## config.mk

```make
export PLATFORM = sky130hd
export DESIGN_NAME = scsi_init_ctl
export DESIGN_NICKNAME = d
export VERILOG_FILES = /design/src/rtl/scsi_ctl_pkg.sv /design/src/rtl/scsi_bus_sync.sv /design/src/rtl/scsi_free_det.sv /design/src/rtl/scsi_arb_fsm.sv /design/src/rtl/scsi_init_ctl.sv
export SDC_FILE = /design/constraint.sdc
export NUM_CORES = 1
export LEC_CHECK = 0
export BUFFER_PORTS_ARGS = -buffer_cell sky130_fd_sc_hd__buf_2
export CAP_MARGIN = 10
export CELL_PAD_IN_SITES_DETAIL_PLACEMENT = 0
export CELL_PAD_IN_SITES_GLOBAL_PLACEMENT = 1
export CORE_MARGIN = 2
export CORE_UTILIZATION = 34
export DETAILED_ROUTE_END_ITERATION = 8
export PLACE_DENSITY_LB_ADDON = 0.2
export SYNTH_ARGS = -nofsm -noshare
export SYNTH_HDL_FRONTEND = slang
export SYNTH_HIERARCHICAL = 1
export SYNTH_SLANG_ARGS = --single-unit
```

## constraint.sdc

```tcl
create_clock -name clk -period 1.7 [get_ports clk]
set_input_delay 0.51 -clock clk [delete_from_list [all_inputs] [get_ports clk]]
set_output_delay 0.51 -clock clk [all_outputs]
set_load 0.01 [all_outputs]
```

## src/rtl/scsi_ctl_pkg.sv

```systemverilog
package scsi_ctl_pkg;
  localparam int REG_W = 8;
  localparam int B_RST = 7;
  localparam int B_AIP = 6;
  localparam int B_LA  = 5;
  localparam int B_ACK = 4;
  localparam int B_BSY = 3;
  localparam int B_SEL = 2;
  localparam int B_ATN = 1;
  localparam int B_DBE = 0;
  localparam int CTL_W = B_ACK + 1;

  typedef enum logic [1:0] {
    ARB_IDLE,
    ARB_DRIVE,
    ARB_LOST
  } arb_state_e;
endpackage

```

## src/rtl/scsi_bus_sync.sv

```systemverilog
module scsi_bus_sync #(
  parameter int LINES  = 2,
  parameter int STAGES = 2
) (
  input  logic             clk,
  input  logic             rst_n,
  input  logic [LINES-1:0] raw,
  output logic [LINES-1:0] synced
);
  for (genvar i = 0; i < LINES; i++) begin : g_line
    logic [STAGES-1:0] shift_q;
    always_ff @(posedge clk or negedge rst_n) begin
      if (!rst_n) shift_q <= '0;
      else        shift_q <= {shift_q[STAGES-2:0], raw[i]};
    end
    assign synced[i] = shift_q[STAGES-1];
  end
endmodule

```

## src/rtl/scsi_free_det.sv

```systemverilog
module scsi_free_det #(
  parameter int FREE_CYCLES = 16
) (
  input  logic clk,
  input  logic rst_n,
  input  logic clr,
  input  logic bsy_s,
  input  logic sel_s,
  output logic bus_free
);
  localparam int CW = $clog2(FREE_CYCLES + 1);
  localparam logic [CW-1:0] LIMIT = CW'(FREE_CYCLES);

  logic [CW-1:0] cnt_q;
  logic          idle;

  assign idle = !bsy_s && !sel_s;

  always_ff @(posedge clk or negedge rst_n) begin
    if (!rst_n)                  cnt_q <= '0;
    else if (clr || !idle)       cnt_q <= '0;
    else if (cnt_q != LIMIT)     cnt_q <= cnt_q + 1'b1;
  end

  assign bus_free = (cnt_q == LIMIT);
endmodule

```

## src/rtl/scsi_arb_fsm.sv

```systemverilog
module scsi_arb_fsm
  import scsi_ctl_pkg::*;
(
  input  logic clk,
  input  logic rst_n,
  input  logic clr,
  input  logic arb_en,
  input  logic bus_free,
  input  logic sel_s,
  input  logic own_sel,
  output logic aip,
  output logic lost,
  output logic arb_drive
);
  arb_state_e state_q, state_d;

  always_comb begin
    state_d = state_q;
    if (clr || !arb_en) begin
      state_d = ARB_IDLE;
    end else begin
      unique case (state_q)
        ARB_IDLE:  if (bus_free)          state_d = ARB_DRIVE;
        ARB_DRIVE: if (sel_s && !own_sel) state_d = ARB_LOST;
        ARB_LOST:                         state_d = ARB_LOST;
        default:                          state_d = ARB_IDLE;
      endcase
    end
  end

  always_ff @(posedge clk or negedge rst_n) begin
    if (!rst_n) state_q <= ARB_IDLE;
    else        state_q <= state_d;
  end

  assign aip       = (state_q != ARB_IDLE);
  assign lost      = (state_q == ARB_LOST);
  assign arb_drive = (state_q == ARB_DRIVE);
endmodule

```

## src/rtl/scsi_init_ctl.sv

```systemverilog
module scsi_init_ctl
  import scsi_ctl_pkg::*;
#(
  parameter int FREE_CYCLES = 16,
  parameter int SYNC_STAGES = 2
) (
  input  logic             clk,
  input  logic             rst_n,
  input  logic             wr_en,
  input  logic [REG_W-1:0] wr_data,
  output logic [REG_W-1:0] rd_data,
  input  logic             arb_en,
  input  logic             tgt_mode,
  input  logic [REG_W-1:0] out_data,
  input  logic             irq_ack,
  input  logic             bsy_in,
  input  logic             sel_in,
  output logic             rst_drv,
  output logic             bsy_drv,
  output logic             sel_drv,
  output logic             ack_drv,
  output logic             atn_drv,
  output logic             db_drv_en,
  output logic [REG_W-1:0] db_out,
  output logic             irq,
  output logic             soft_rst
);
  logic             rst_q, irq_q, soft_q;
  logic [CTL_W-1:0] ctl_q;
  logic             wr_rst, clr;
  logic [1:0]       bus_s;
  logic             bus_free, aip, lost, arb_drive;
  logic             ro_unused;

  assign wr_rst    = wr_en && wr_data[B_RST];
  assign clr       = rst_q || wr_rst;
  assign ro_unused = ^wr_data[B_AIP:B_LA];

  always_ff @(posedge clk or negedge rst_n) begin
    if (!rst_n) begin
      rst_q  <= 1'b0;
      ctl_q  <= '0;
      irq_q  <= 1'b0;
      soft_q <= 1'b0;
    end else begin
      if (wr_en) begin
        rst_q <= wr_data[B_RST];
        ctl_q <= wr_data[B_RST] ? '0 : wr_data[CTL_W-1:0];
      end
      soft_q <= wr_rst;
      if (wr_rst)       irq_q <= 1'b1;
      else if (irq_ack) irq_q <= 1'b0;
    end
  end

  scsi_bus_sync #(.LINES(2), .STAGES(SYNC_STAGES)) u_sync (
    .clk    (clk),
    .rst_n  (rst_n),
    .raw    ({sel_in, bsy_in}),
    .synced (bus_s)
  );

  scsi_free_det #(.FREE_CYCLES(FREE_CYCLES)) u_free (
    .clk      (clk),
    .rst_n    (rst_n),
    .clr      (clr),
    .bsy_s    (bus_s[0]),
    .sel_s    (bus_s[1]),
    .bus_free (bus_free)
  );

  scsi_arb_fsm u_arb (
    .clk       (clk),
    .rst_n     (rst_n),
    .clr       (clr),
    .arb_en    (arb_en),
    .bus_free  (bus_free),
    .sel_s     (bus_s[1]),
    .own_sel   (ctl_q[B_SEL]),
    .aip       (aip),
    .lost      (lost),
    .arb_drive (arb_drive)
  );

  assign rd_data   = {rst_q, aip, lost, ctl_q};
  assign rst_drv   = rst_q;
  assign bsy_drv   = ctl_q[B_BSY] || arb_drive;
  assign sel_drv   = ctl_q[B_SEL];
  assign ack_drv   = ctl_q[B_ACK] && !tgt_mode;
  assign atn_drv   = ctl_q[B_ATN];
  assign db_drv_en = ctl_q[B_DBE] || arb_drive;
  assign db_out    = out_data;
  assign irq       = irq_q;
  assign soft_rst  = soft_q;
endmodule

```

==> impl_metrics.toml, run 1 <==
[drt]
wl_microns = 1800
route.detailed.drc = 0
first_iter_violations = 8
vias = 711
first_pass_iters = 4
wire_per_inst_microns = 10.9
vias_per_cell = 4.31
final_antenna_net_count = 0

[synthesis]
ys.flop_type = "dfrtp_1"
syn_inst = 100
yosysSeqAreaShare = 0.442
postSynth.asyncResetShare = 1.00
syn_avg_cell_area_sq_um = 10.8
synth_fp_nets = 129
syn-cell-area_sq_um = 1080
yosys_register_bits = 19
post_synth_num_cell_types = 28
synth_edf_count = 0
ys.warnings.count = 6

[setup_path]
timing.rr.end = "u_free/cnt_q[0]"
worst_ep_required_time_ns = 1.19
slowest_stage = "dfrtp_1"
cp_max_fo = 3
r2r-start = "u_free/cnt_q[0]"
crit_chain = "ha_4 > or2_4 > buf_6"
critical-path-max-stage-delay_ns = 0.42
path_class = "reg -> out"
endpoint_kind = "primary output"
critPathArrivalTime_ns = 1.23
path_buf_inv = 1
cp_top_family = "flip-flops"
reg2reg_slack_ns = 0.31
reg2reg_depth = 4
cp-start-kind = "register"

[finish]
layout.nets = 151
fill_cells = 308
design_area_sq_um = 1250
area_growth_pct = 16.0
fin_cells = 165
diodes = 0
drive_gt1_frac = 0.446
multi_input_area_sq_um = 430
regArea_sq_um = 475

[run_status]
status = "complete, but fails checks"
violations = "negative setup slack"

[floorplanning]
start_util = 0.355
die_area_sq_um = 3630
rows = 20
die_w_microns = 60.3
fp.dieH_microns = 60.3
ios = 48
core_area_sq_um = 3030

[global_routing]
grt_pass1_vias = 659
gr-usage-all-layers = 0.114
grt_max_degree = 20
antenna_found_initial = 0
overflow = 0
grt_pass1_wl_microns = 2940

[timing]
skew_ns = 0.000929
holdWs_ns = 0.141
slew_headroom = 0.714
tightest_slew_ns = 0.429
timing.final.crit_period_ns = 1.74
rsz0062_at_grt = "true"
setup_ws_ns = -0.0446
drv_slew = 0
setup_viol = 3
max_freq_mhz = 573
final-hold-violation-count = 0
post-route-period-util = 1.03

[hold_path]
hold_path_class = "in -> async"

[cts]
clk_latency_ns = 0.29
ctsHoldBuffers = 0
cts-root-buf = "clkbuf_4"
clock_path_buffers = 2
clk_pin_slew_worst_paths_ns = 0.10
htree_num_levels = 1
cts_tree = "done"
cts.sinks = 19
cts_buffers = 3

[place]
dp_hpwl_microns = 1320
port_buffers = 29
place_inst = 156
place.gp.congestion = 0.690
placed_area_sq_um = 1140

[run]
cap_violations = 0

[power_and_ir_drop]
leakage_nw = 0.619
vdd_drop_max_mv = 0.341
power_density_nw_per_um2 = 668
## synthesized netlist by cell type (all sizes together) (2+ instances only)
master  count  share of area
nor4        3          0.017
or2         2          0.012
dfrtp      19           0.44
nand3       2         0.0093
inv        13          0.045
nand3b      5          0.035
nand2       4          0.014
mux2        4          0.042
buf        18           0.14
ha          5          0.058
nor4b       5          0.041
o21ai       7          0.033
## power by group
group	total (mW)	switching (mW)	internal, mW
registers	0.491	0.0184	0.473
logic	0.119	0.0617	0.0576
clock network	0.224	0.132	0.0912
## timing repair
| action | CTS | global route |
|---|---|---|
| setup endpoints to repair | 2 | 4 |
| pin swaps | 4 | 1 |
| resized for setup | 11 | 0 |
| endpoints found under the hold margin | 0 | 0 |
| setup buffers | 5 | 0 |
## sequential cells by signal, indices dropped and copies added (netlist names)
signal and cells:
ctl_q 5, soft_rst 1, u_arb/state_q 2, rst_drv 1, u_free/cnt_q 5, irq 1, u_sync/g_line.shift_q 4
## layer usage
metal / track usage / vias up / wire (microns)
met4: 0.0762 / 0 / 28
met2: 0.180 / 20 / 857
met3: 0.0281 / 6 / 115
li1: - / 361 / -
met1: 0.135 / 324 / 796
met5: 0 / - / 0
## worst reg2reg max path: stages, from the launching register on
cell and delay (ns):
dfrtp_1 0.43, inv_1 0.08, ha_1 0.14, and4bb_4 0.29, mux2_2 0.34
## worst max-delay path by stage
stage / endpoint / depth (start not counted) / start / slack, ns
5_1_grt: bsy_drv / 4 / u_arb/state_q[1] / -0.10
4_1_cts: db_drv_en / 4 / u_arb/state_q[1] / -0.06
6_report: db_drv_en / 3 / u_arb/state_q[0] / -0.04
2_1_floorplan: bsy_drv / 3 / u_arb/state_q[1] / 0.25
3_3_place_gp: u_free/cnt_q[2] / 5 / wr_data[7] / 0.08
3_5_place_dp: u_free/cnt_q[2] / 5 / wr_data[7] / 0.06
## through the flow
stage	total power [mW]	setup slack, ns	TNS, ns	util
floorplan	0.593	0.252	0	-
global placement	0.613	0.0843	0	0.376
detailed placement	0.614	0.0648	0	0.376
CTS	0.857	-0.0602	-0.158	0.412
global route	0.885	-0.103	-0.347	0.412
finish	0.834	-0.0446	-0.114	0.412
## cell type report
cell class | instances | area share
inverters | 13 | 0.0411
multi-input cells | 49 | 0.345
well taps | 44 | 0.0441
flip-flops and latches | 19 | 0.381
clock buffers | 4 | 0.0210
repair buffers | 36 | 0.168
## logic make-up after synthesis
kind of cell             after synthesis  synth area share
adder cells (fa/ha/maj)                5            0.0581
AO/OA/AOI/OAI                         11            0.0698
flip-flops                            19             0.442
AND/OR/NAND/NOR                       27             0.185
buffers and inverters                 32             0.186
multiplexers                           5            0.0512
XOR/XNOR                               1           0.00814
## cell usage in the layout (no fill, tap or decap), drive strengths merged, types with 2 or more instances in the layout
| cell | instances |
|---|---|
| buf | 36 |
| clkbuf | 4 |
| dfrtp | 19 |
| ha | 5 |
| inv | 13 |
| mux2 | 4 |
| nand2 | 4 |
| nand3 | 2 |
| nand3b | 5 |
| nor4 | 3 |
| nor4b | 5 |
| o21ai | 7 |
| or2 | 2 |
Note: power is estimated with default switching activity, not from simulation.
==> run 2: changes to the inputs <==
- CELL_PAD_IN_SITES_DETAIL_PLACEMENT: 0 -> 1
- HOLD_SLACK_MARGIN: default -> 0.1
==> impl_metrics.toml, run 2 (synthesis results as in run 1) <==
[floorplanning]
core_area_sq_um = 3030
ios = 48
fp.dieH_microns = 60.3
die_area_sq_um = 3630
die_w_microns = 60.3
start_util = 0.355
rows = 20

[finish]
reg_top3 = "ctl_q x5, u_free/cnt_q x5, u_sync/g_line.shift_q x4"
final_util = 0.412
drive_gt1_frac = 0.446
layout.nets = 151
layout_commonest_cell = "buf_2"
fin_cells = 165
final_cell_mix = "27 x buf_2, 19 x dfrtp_1, 10 x inv_1"
diodes = 0
design_area_sq_um = 1250
area_growth_pct = 16.0

[place]
place_inst = 156
pre_cts_ws_ns = 0.0612
dp_hpwl_microns = 1480
placed_area_sq_um = 1140
place.gp.congestion = 0.690
port_buffers = 29

[setup_path]
path_depth = 3
endpoint = "db_drv_en"
path_buf_inv = 1
r2r-start = "u_free/cnt_q[0]"
cp-start-kind = "register"
path_class = "reg -> out"
reg2reg_depth = 4
reg2reg_slack_ns = 0.32
worst_ep_required_time_ns = 1.19
cp_top_family = "flip-flops"
crit_chain = "ha_4 > or2_4 > buf_6"
slowest_stage = "dfrtp_1"
critPathArrivalTime_ns = 1.24
endpoint_kind = "primary output"
timing.rr.end = "u_free/cnt_q[0]"
critical-path-max-stage-delay_ns = 0.43
cp_max_fo = 3
crit_start = "u_arb/state_q[0]"

[timing]
skew_ns = 0.00338
tns_ns = -0.145
drv_slew = 0
setup_ws_ns = -0.0528
holdWs_ns = 0.141
tightest_slew_ns = 0.428
rsz0062_at_grt = "true"
post-route-period-util = 1.03
slew_headroom = 0.715
timing.final.crit_period_ns = 1.75
final-hold-violation-count = 0
max_freq_mhz = 571
setup_viol = 4

[global_routing]
gr-usage-all-layers = 0.129
overflow = 0
grt_pass1_vias = 786
antenna_found_initial = 0
grt_max_degree = 20
grt_pass1_wl_microns = 3410

[cts]
clock_path_buffers = 2
cts_buffers = 3
clk_latency_ns = 0.29
ctsHoldBuffers = 0
cts-root-buf = "clkbuf_4"
cts_tree = "done"
htree_num_levels = 1
clk_pin_slew_worst_paths_ns = 0.10
cts.sinks = 19

[run_status]
violations = "negative setup slack"
status = "complete, but fails checks"

[power_and_ir_drop]
power_uw = 833
vdd_drop_max_mv = 0.313
leakage_nw = 0.619
power_density_nw_per_um2 = 667

[hold_path]
hold_path_class = "in -> async"

[drt]
first_pass_iters = 2
route.detailed.drc = 0
first_iter_violations = 3
wire_per_inst_microns = 11.8
wl_microns = 1940
vias_per_cell = 4.57
final_antenna_net_count = 0
vias = 754

[run]
cap_violations = 0
run 2: cell counts in the layout (fill, tap and decap cells not counted):
Identical to the previous run, type by type.
run 2: area by class of cell:
| class | count | area, sq um |
|---|---|---|
| fillers | 345 | 1780 |
| flip-flops and latches | 19 | 475 |
| multi-input cells | 49 | 430 |
| repair buffers | 36 | 210 |
| well taps | 44 | 55.1 |
| inverters | 13 | 51.3 |
| clock buffers | 4 | 26.3 |
run 2: repair_timing:
item	CTS	global route
gates resized for setup	11	0
buffers inserted	5	0
endpoints found under the setup margin	3	4
pin swaps	4	0
run 2: report_power, final:
group | leakage [nW] | switching (mW) | internal [mW]
sequential | 0.246 | 0.0191 | 0.473
clock | 0.0150 | 0.131 | 0.0912
combinational | 0.358 | 0.0622 | 0.0576
total | 0.619 | 0.212 | 0.621
run 2: layer usage:
metal  global-route usage  vias to the layer above  share of wire
met5                    0                        -              0
met4               0.0857                        0          0.025
met3               0.0303                        8          0.066
met2                0.216                       22           0.51
met1                0.145                      364           0.40
li1                     -                      360              -
run 2: worst min path at each step:
stage,from,to,slack [ns],cells past startpoint
4_1_cts,rst_n,u_sync/g_line[1].shift_q[0],0.15,1
6_report,rst_n,rst_drv,0.14,1
3_3_place_gp,u_sync/g_line[0].shift_q[0],u_sync/g_line[0].shift_q[1],0.33,0
3_5_place_dp,u_sync/g_line[1].shift_q[0],u_sync/g_line[1].shift_q[1],0.34,0
2_1_floorplan,rst_n,ctl_q[0],0.21,0
5_1_grt,rst_n,u_sync/g_line[1].shift_q[0],0.15,1
==> run 3: changes to the inputs <==
--- a/constraint.sdc
+++ b/constraint.sdc
@@ -3,2 +3,2 @@
 set_output_delay 0.51 -clock clk [all_outputs]
-set_load 0.01 [all_outputs]
+set_load 0.1 [all_outputs]
==> impl_metrics.toml, run 3 (synthesis results as in run 1) <==
[power_and_ir_drop]
power_frac_seq = 0.473
comb_power_share = 0.313
vdd_drop_max_mv = 0.406
swShare = 0.388
leakage_nw = 0.649
p_switching_uw = 405
power_frac_clock = 0.213
power_density_nw_per_um2 = 760
p_int_uw = 638

[cts]
htree_num_levels = 1
cts_buffers = 3
cts_tree = "done"
clk_pin_slew_worst_paths_ns = 0.11
cts-root-buf = "clkbuf_4"
clk_latency_ns = 0.29
cts.sinks = 19
clock_path_buffers = 2

[drt]
vias = 753
vias_per_cell = 4.46
wl_microns = 1980
final_antenna_net_count = 0
first_pass_iters = 4
route.detailed.drc = 0
wire_per_inst_microns = 11.7
first_iter_violations = 5

[timing]
rsz0062_at_grt = "true"
timing.final.crit_period_ns = 1.80
drv_slew = 0
slew_headroom = 0.674
setup_ws_ns = -0.101
setup_viol = 4
max_freq_mhz = 555
final-hold-violation-count = 0
skew_ns = 0.00429
tightest_slew_ns = 0.493
post-route-period-util = 1.06

[global_routing]
gr-usage-all-layers = 0.129
grt_pass1_wl_microns = 3480
grt_max_degree = 20
antenna_found_initial = 0
grt_pass1_vias = 818
overflow = 0

[setup_path]
cp-start-kind = "register"
endpoint_kind = "primary output"
cp_top_family = "flip-flops"
worst_ep_required_time_ns = 1.19
crit_chain = "ha_4 > or2_4 > buf_12"
reg2reg_depth = 4
r2r-start = "u_free/cnt_q[0]"
path_buf_inv = 1
reg2reg_slack_ns = 0.32
path_class = "reg -> out"
timing.rr.end = "u_free/cnt_q[0]"
slowest_stage = "dfrtp_1"
critical-path-max-stage-delay_ns = 0.42
cp_max_fo = 3
critPathArrivalTime_ns = 1.29

[hold_path]
hold_path_class = "in -> async"

[finish]
final_cell_mix = "24 x buf_2, 13 x dfrtp_1, 11 x buf_4"
regArea_sq_um = 483
final_util = 0.453
design_area_sq_um = 1370
area_growth_pct = 27.6
reg_top3 = "ctl_q x5, u_free/cnt_q x5, u_sync/g_line.shift_q x4"
layout.nets = 155
diodes = 0
drive_gt1_frac = 0.536
layout_commonest_cell = "buf_2"
multi_input_area_sq_um = 450
fill_cells = 347

[place]
port_buffers = 29
dp_hpwl_microns = 1510
place.gp.congestion = 0.648
placed_area_sq_um = 1260

[floorplanning]
rows = 20
start_util = 0.355
die_area_sq_um = 3630
die_w_microns = 60.3
core_area_sq_um = 3030
fp.dieH_microns = 60.3
ios = 48

[run_status]
status = "complete, but fails checks"
violations = "negative setup slack"

[run]
cap_violations = 0
run 3: cell count changes in the layout (fill, tap and decap cells not counted), sizes merged:
| cell | before | now |
|---|---|---|
| buf | 36 | 40 |
| clkbuf | 4 | 3 |
| clkinv | 0 | 1 |
run 3: worst max-delay path by stage:
stage | from | endpoint | slack (ns) | cells after the start
2_1_floorplan | ctl_q[4] | ack_drv | -0.15 | 2
3_3_place_gp | u_arb/state_q[1] | db_drv_en | 0.14 | 4
6_report | u_arb/state_q[0] | bsy_drv | -0.10 | 3
3_5_place_dp | u_arb/state_q[1] | bsy_drv | 0.12 | 4
4_1_cts | u_arb/state_q[1] | bsy_drv | -0.12 | 4
5_1_grt | u_arb/state_q[1] | bsy_drv | -0.17 | 4
run 3: repair_timing:
action	4_1_cts	5_1_grt
hold endpoints to repair	0	0
endpoints found under the setup margin	3	4
pin swaps	4	1
buffers inserted	6	0
gates resized for setup	10	0
hold buffers	0	0
run 3: layout make-up:
cell class / instances / share of cell area
clock inverters: 1 / 0.00365
multi-input cells: 49 / 0.328
repair buffers: 40 / 0.221
inverters: 13 / 0.0392
well taps: 44 / 0.0401
clock buffers: 3 / 0.0164
flip-flops and latches: 19 / 0.352
run 3: per-stage QoR:
step / hold slack [ns] / power, mW / worst slack (ns) / std cells / TNS [ns]
final: 0.138 / 1.04 / -0.101 / 169 / -0.320
after global routing: 0.144 / 1.11 / -0.173 / 169 / -0.623
after CTS: 0.142 / 1.07 / -0.122 / 169 / -0.390
after detailed placement: 0.336 / 0.833 / 0.117 / 159 / 0
after global placement: 0.335 / 0.828 / 0.141 / 159 / 0
after floorplan: 0.214 / 0.849 / -0.146 / 100 / -0.146
run 3: worst reg2reg max path: cells and delay by family, from the launching register on:
| kind | cells | cell delay [ns] |
|---|---|---|
| flip-flops | 1 | 0.44 |
| multiplexers | 1 | 0.34 |
| AND/OR/NAND/NOR | 1 | 0.28 |
| adder cells (fa/ha/maj) | 1 | 0.14 |
| buffers and inverters | 1 | 0.08 |
run 3: per-layer routing:
metal,vias up,part of all wire,wire length [microns],track usage
met2,18,0.52,1020,0.217
met1,363,0.42,825,0.153
met5,-,0,0,0
met3,4,0.052,103,0.0238
li1,368,-,-,-
met4,0,0.011,22,0.0698
run 3: power groups by stage:
stage          sequential (mW)  combinational (mW)  clock, mW
2_1_floorplan            0.606               0.243          0
3_3_place_gp             0.502               0.326          0
3_5_place_dp             0.503               0.330          0
4_1_cts                  0.495               0.330      0.242
5_1_grt                  0.498               0.343      0.264
6_report                 0.494               0.327      0.223
